[config.mk]
export PLATFORM = sky130hd
export DESIGN_NAME = fold_edge_corrector
export DESIGN_NICKNAME = d
export VERILOG_FILES = /design/src/rtl/fold_edge_pkg.sv /design/src/rtl/fold_edge_sample.sv /design/src/rtl/fold_edge_decide.sv /design/src/rtl/fold_edge_merge.sv /design/src/rtl/fold_edge_corrector.sv
export SDC_FILE = /design/constraint.sdc
export NUM_CORES = 1
export LEC_CHECK = 0
export BUFFER_PORTS_ARGS = -buffer_cell sky130_fd_sc_hd__buf_4
export CELL_PAD_IN_SITES_DETAIL_PLACEMENT = 1
export CELL_PAD_IN_SITES_GLOBAL_PLACEMENT = 1
export CORE_MARGIN = 2
export CORE_UTILIZATION = 35
export DETAILED_ROUTE_END_ITERATION = 12
export PLACE_DENSITY_LB_ADDON = 0.15
export SLEW_MARGIN = 10
export SYNTH_ARGS = -nofsm -noshare
export SYNTH_HDL_FRONTEND = slang
export SYNTH_SLANG_ARGS = --single-unit
export TNS_END_PERCENT = 5
[constraint.sdc]
create_clock -name clk -period 2.3 [get_ports clk]
set_input_delay 0.345 -clock clk [delete_from_list [all_inputs] [get_ports clk]]
set_output_delay 0.345 -clock clk [all_outputs]
set_load 0.005 [all_outputs]
[src/rtl/fold_edge_pkg.sv]
package fold_edge_pkg;
  typedef enum logic {
    DIR_DOWN = 1'b0,
    DIR_UP   = 1'b1
  } fill_dir_e;

  function automatic fill_dir_e dir_from_bit(input logic b);
    return b ? DIR_UP : DIR_DOWN;
  endfunction

  function automatic logic disagree(input logic coarse_bit, input logic cmp_bit);
    return coarse_bit ^ cmp_bit;
  endfunction
endpackage

[src/rtl/fold_edge_sample.sv]
module fold_edge_sample #(
  parameter int CW = 3,
  parameter int FW = 5
) (
  input  logic          clk,
  input  logic          rst_n,
  input  logic [CW-1:0] coarse_d,
  input  logic [FW-1:0] fine_d,
  input  logic          cmp_d,
  output logic [CW-1:0] coarse_q,
  output logic [FW-1:0] fine_q,
  output logic          cmp_q
);
  always_ff @(posedge clk or negedge rst_n) begin
    if (!rst_n) begin
      coarse_q <= '0;
      fine_q   <= '0;
      cmp_q    <= 1'b0;
    end else begin
      coarse_q <= coarse_d;
      fine_q   <= fine_d;
      cmp_q    <= cmp_d;
    end
  end
endmodule

[src/rtl/fold_edge_decide.sv]
module fold_edge_decide
  import fold_edge_pkg::*;
#(
  parameter int CW      = 3,
  parameter int FW      = 5,
  parameter int LSBW    = 2,
  parameter int DIR_BIT = 1,
  parameter int CSEL    = 2
) (
  input  logic [CW-1:0]   coarse_s,
  input  logic [FW-1:0]   fine_s,
  input  logic            cmp_s,
  output logic            mismatch,
  output fill_dir_e       dir,
  output logic [LSBW-1:0] repl_field
);
  function automatic logic [LSBW-1:0] fill_of(input fill_dir_e d);
    return (d == DIR_UP) ? {LSBW{1'b1}} : {LSBW{1'b0}};
  endfunction

  always_comb begin
    dir        = dir_from_bit(fine_s[DIR_BIT]);
    repl_field = fill_of(dir);
    mismatch   = disagree(coarse_s[CSEL], cmp_s);
  end
endmodule

[src/rtl/fold_edge_merge.sv]
module fold_edge_merge #(
  parameter int CW   = 3,
  parameter int FW   = 5,
  parameter int LSBW = 2
) (
  input  logic            clk,
  input  logic            rst_n,
  input  logic [CW-1:0]   coarse_s,
  input  logic [FW-1:0]   fine_s,
  input  logic            mismatch,
  input  logic [LSBW-1:0] repl_field,
  output logic [CW-1:0]   coarse_o,
  output logic [FW-1:0]   fine_o,
  output logic            fixed_o
);
  localparam int UPW = FW - LSBW;

  function automatic logic [FW-1:0] splice(input logic [FW-1:0] f,
                                           input logic [LSBW-1:0] low,
                                           input logic take);
    logic [FW-1:0] r;
    r = f;
    if (take) r[LSBW-1:0] = low;
    return r;
  endfunction

  logic [FW-1:0] fine_next;
  logic [UPW-1:0] upper_keep;

  always_comb begin
    upper_keep = fine_s[FW-1:LSBW];
    fine_next  = splice(fine_s, repl_field, mismatch);
    fine_next[FW-1:LSBW] = upper_keep;
  end

  always_ff @(posedge clk or negedge rst_n) begin
    if (!rst_n) begin
      coarse_o <= '0;
      fine_o   <= '0;
      fixed_o  <= 1'b0;
    end else begin
      coarse_o <= coarse_s;
      fine_o   <= fine_next;
      fixed_o  <= mismatch;
    end
  end
endmodule

[src/rtl/fold_edge_corrector.sv]
module fold_edge_corrector
  import fold_edge_pkg::*;
#(
  parameter int CW      = 3,
  parameter int FW      = 5,
  parameter int LSBW    = 2,
  parameter int DIR_BIT = 1,
  parameter int CSEL    = 2
) (
  input  logic          clk,
  input  logic          rst_n,
  input  logic [CW-1:0] coarse_i,
  input  logic [FW-1:0] fine_i,
  input  logic          fcmp_i,
  output logic [CW-1:0] coarse_o,
  output logic [FW-1:0] fine_o,
  output logic          fixed_o
);
  logic [CW-1:0]   s_coarse;
  logic [FW-1:0]   s_fine;
  logic            s_cmp;
  logic            ev_mismatch;
  fill_dir_e       ev_dir;
  logic [LSBW-1:0] ev_repl;

  fold_edge_sample #(.CW(CW), .FW(FW)) u_sample (
    .clk(clk), .rst_n(rst_n),
    .coarse_d(coarse_i), .fine_d(fine_i), .cmp_d(fcmp_i),
    .coarse_q(s_coarse), .fine_q(s_fine), .cmp_q(s_cmp)
  );

  fold_edge_decide #(.CW(CW), .FW(FW), .LSBW(LSBW), .DIR_BIT(DIR_BIT), .CSEL(CSEL)) u_decide (
    .coarse_s(s_coarse), .fine_s(s_fine), .cmp_s(s_cmp),
    .mismatch(ev_mismatch), .dir(ev_dir), .repl_field(ev_repl)
  );

  fold_edge_merge #(.CW(CW), .FW(FW), .LSBW(LSBW)) u_merge (
    .clk(clk), .rst_n(rst_n),
    .coarse_s(s_coarse), .fine_s(s_fine),
    .mismatch(ev_mismatch), .repl_field(ev_repl),
    .coarse_o(coarse_o), .fine_o(fine_o), .fixed_o(fixed_o)
  );
endmodule

# Yosys cells after proc, flatten, opt, wreduce, memory -nomap -nowiden
# Cells that the tools add are included.
# op_classes
muxes	3
bitwise	1
# ops
operator	count
2-to-1 mux 2 bit	2
2-to-1 mux 1 bit	1
XOR 1 bit	1
# totals
register_bits	18
in_bits	11
out_inout_bits	9
wordCells	10

# Longest topological paths before layout
# depth
ltp_word	3
depth_mapped	2
mapped_depth_nobuf	2

# Cells and area by module
# A second synthesis with hierarchy kept.
# unflattened
hier_cells	24
area_unflattened_um2	504.2
# modules_own_cells
module	n_inst	cells_each	area_each_um2	seq_area_each_um2
fold_edge_merge	1	11	247.7	225.2
fold_edge_sample	1	9	225.2	225.2
fold_edge_decide	1	4	31.3	0.0

# Worst setup path after synthesis
# OpenSTA, ideal clock, no wires.
# synth_path
kind	register -> register
from	register u_sample.cmp_q
to	register u_merge.fine_o[0]
setup_time_ns	0.125
arrival_time_ns	0.854
required_ns	2.175
path_slack_ns	1.321
stages_incl_launch_ff	3
n_path_buf	0
synth_period_minus_slack_ns	0.979
path_cell_list	dfrtp_1 > xor2_2 > mux2_4
# synth_via
elab_chain_len	2
# synth_lines
item	line_no	text
start, declared	fold_edge_sample.sv:12	output logic cmp_q
start signal, assigned	fold_edge_sample.sv:22	cmp_q <= cmp_d;
XOR 1 bit	fold_edge_pkg.sv:12	return coarse_bit ^ cmp_bit;
net ev_mismatch	fold_edge_corrector.sv:22	logic ev_mismatch;
2-to-1 mux 2 bit	fold_edge_merge.sv:23	if (take) r[LSBW-1:0] = low;
net u_merge.fine_next[0]	fold_edge_merge.sv:27	logic [FW-1:0] fine_next;
end signal, assigned	fold_edge_merge.sv:43	fine_o <= fine_next;
end, declared	fold_edge_merge.sv:13	output logic [FW-1:0] fine_o,
# The timed path passes the listed nets, and every way through them passes these cells.

# Final worst setup path
# layout_path
from	register u_merge.coarse_o[0]
to	output port coarse_o[0]
# layout_lines
item	line_no	text
start, declared	fold_edge_merge.sv:12	output logic [CW-1:0] coarse_o,
start signal, assigned	fold_edge_merge.sv:42	coarse_o <= coarse_s;
end, declared	fold_edge_corrector.sv:15	output logic [CW-1:0] coarse_o,
# No word-level cell between the ends.

==> metrics.log <==
[metrics] result of the run: finished clean
[metrics] areal power density over the cells: 776.1 nW/µm²
[metrics] top-level I/O count: 20
[metrics] Netlist cell types: 3
[metrics] count of pins over their slew limit: 0
[metrics] weighted congestion at the end of routability-driven global placement: 0.5505
[metrics] Initial Util: 0.3702
[metrics] Slew headroom: 0.8556
[metrics] Avg WL per Cell: 13.47 µm
[metrics] Final Cell Area: 675.6 µm²
[metrics] ratio of cells with drive above 1 in the final layout: 0.5581
[metrics] top library cells by usage in the layout, fill and taps aside: 19 x sky130_fd_sc_hd__buf_4, 18 x sky130_fd_sc_hd__dfrtp_1, 3 x sky130_fd_sc_hd__clkbuf_4
[metrics] Worst Hold Class: in -> reg
[metrics] global router's overall resource usage: 0.1257
[metrics] Final Skew: 0.002291 ns
[metrics] unrepaired setup endpoints after global routing: no
[metrics] CTS HTree Levels: 1
[metrics] Bufs and invs on worst path: 1
[metrics] iteration-0 DRC count of the detailed router: 1
[metrics] number of antenna violations at the first check in global routing: 0
[metrics] number of remaining DRC errors: 0
[metrics] post-synthesis instance total: 20
[metrics] reported leakage power: 0.3328 nW
[metrics] first-pass GRT wire length: 1235 µm
[metrics] most common cell after layout, fill and taps aside: sky130_fd_sc_hd__buf_4
[metrics] count of nets left with antenna violations after detail routing: 0
[metrics] synthesized net count: 31
[metrics] Post-Syn Area: 481.7 µm²
[metrics] maximum operating frequency: 882.4 MHz
[metrics] chip height: 41.10 µm
[metrics] number of gates given a new drive strength after cts: 0
[metrics] Post-Route Hold Slack: 0.1688 ns
[metrics] slack of the worst reg-to-reg path: 1.27 ns
[metrics] Total Die Area: 1689 µm²
[metrics] clock period minus final worst setup slack: 1.133 ns
[metrics] final hold violation count: 0
[metrics] # nets final: 56
[metrics] Yosys warning count: 0
[metrics] count of non-filler cells in the finished layout: 58
[metrics] slowest stage cell, crit path: sky130_fd_sc_hd__dfrtp_1
[metrics] Post-Place Cells: 54
[metrics] Worst Path Arrival: 0.79 ns
[metrics] Crit Path Category: reg -> out
[metrics] slew at the pin closest to its max-slew limit: 0.2165 ns
[metrics] Critical Path Sink Type: output pin
[metrics] Filler Cells Inserted: 127
[metrics] Max Root-Sink Buffers: 2
[metrics] area of the core: 1301 µm²
[metrics] number of global-route vias before repair: 259
[metrics] crit share post-route: 0.4927
[metrics] flops & latches, synth: 18
[metrics] worst vdd ir: 393.5 µV
[metrics] Clock Tree Root: sky130_fd_sc_hd__clkbuf_4
[metrics] Sequential cell area: 450.4 µm²
[metrics] critical path's top delay family: flip-flops
[metrics] CP Data Required Time: 1.96 ns
[metrics] Max stage delay on crit path: 0.38 ns
[metrics] worst slack, placed: 1.283 ns
[metrics] cell-by-cell listing of the critical path: buf_4
[metrics] die width: 41.10 µm
[metrics] count of endpoints failing setup in the final report: 0
[metrics] Rows: 13
[metrics] pin count of the biggest net entering global routing: 19
[metrics] number of vias in the routed layout: 246
[metrics] largest fanout of any net on the critical path: 1
[metrics] routed via count divided by cell count: 4.241
[metrics] TritonCTS clock tree: built
[metrics] grt ovf: 0
[metrics] P&R area growth vs syn: 40.26%
[metrics] Skew-Pair Late Insertion Delay: 0.27 ns
[metrics] CTS Hold Buffers Added: 1
[metrics] diode count: 0
[metrics] Clock Pin Slew Worst Setup and Hold Paths: 0.09 ns
[metrics] First-pass DRT Iterations: 2
[metrics] sequential cell area fraction in the yosys report: 0.9351
[metrics] multi-input combinational cell area: 31.28 µm²
[metrics] Post-CTS Setup Bufs: 0
[metrics] launching element type of the critical path: register
[metrics] number of maximum-capacitance constraint violations: 0
[metrics] number of buffers inserted during clock tree synthesis: 3
[metrics] routed wire length: 781 µm
[metrics] final critical-path setup slack: 1.167 ns
[metrics] final setup TNS: 0 ns
[metrics] Clock Sinks: 18
[metrics] Avg Synthesized Cell Area: 24.09 µm²
[metrics] cell area reported after detailed placement: 643.1 µm²
[metrics] number of port buffers: 19
-- worst paths after layout --
path                                          startpoint                           end  cells after the start
setup / recovery           u_merge.coarse_o[0]$_DFF_PN0_                   coarse_o[0]                      1
hold / removal                                 fine_i[2]  u_sample.fine_q[2]$_DFF_PN0_                      1
setup reg to reg                u_sample.cmp_q$_DFF_PN0_   u_merge.fine_o[0]$_DFF_PN0_                      2
hold reg to reg             u_sample.fine_q[3]$_DFF_PN0_   u_merge.fine_o[3]$_DFF_PN0_                      0
max in group asynchronous                          rst_n      u_sample.cmp_q$_DFF_PN0_                      2
min in group asynchronous                          rst_n   u_merge.fine_o[3]$_DFF_PN0_                      2
-- cells by family after synthesis --
kind of cell / after synthesis / synth area share
flip-flops: 18 / 0.9351
multiplexers: 1 / 0.03116
XOR/XNOR: 1 / 0.03378
-- area by class of cell --
type	count	share of cell area
tap	15	0.02778
clock buffer	3	0.03333
multi-input combinational	2	0.04630
timing repair buffer	20	0.2259
sequential	18	0.6667
-- report_power, final --
| group | switching, mW | internal, mW | leakage (nW) |
|---|---|---|---|
| logic | 0.0151 | 0.0274 | 0.109 |
| registers | 0.00643 | 0.334 | 0.210 |
| clock network | 0.0810 | 0.0606 | 0.0138 |
| total | 0.103 | 0.422 | 0.333 |
-- per-stage QoR --
step | total power, mW | utilization
2_1_floorplan | 0.3524 | -
4_1_cts | 0.5346 | 0.5192
3_3_place_gp | 0.3853 | 0.4942
6_report | 0.5244 | 0.5192
3_5_place_dp | 0.3894 | 0.4942
5_1_grt | 0.5580 | 0.5192
-- synth_stat cells --
cell type	instances	area share
sky130_fd_sc_hd__dfrtp_1	18	0.94
sky130_fd_sc_hd__mux2_4	1	0.031
sky130_fd_sc_hd__xor2_2	1	0.034
-- layer usage --
metal  share of wire  wire (µm)  up-vias  GRT usage
met3           0.077         60        0    0.04891
met2            0.61        478       12     0.2148
met1            0.31        243      127     0.1394
li1                -          -      107          -
met4               0          0        0    0.04839
met5               0          0        -          0
-- registers in the layout, indices dropped and copies added, names as in the netlist --
register           count
u_sample.fine_q        5
u_merge.coarse_o       3
u_sample.coarse_q      3
u_merge.fine_o         5
u_sample.cmp_q         1
u_merge.fixed_o        1
Power figures use the tool's default switching activity.
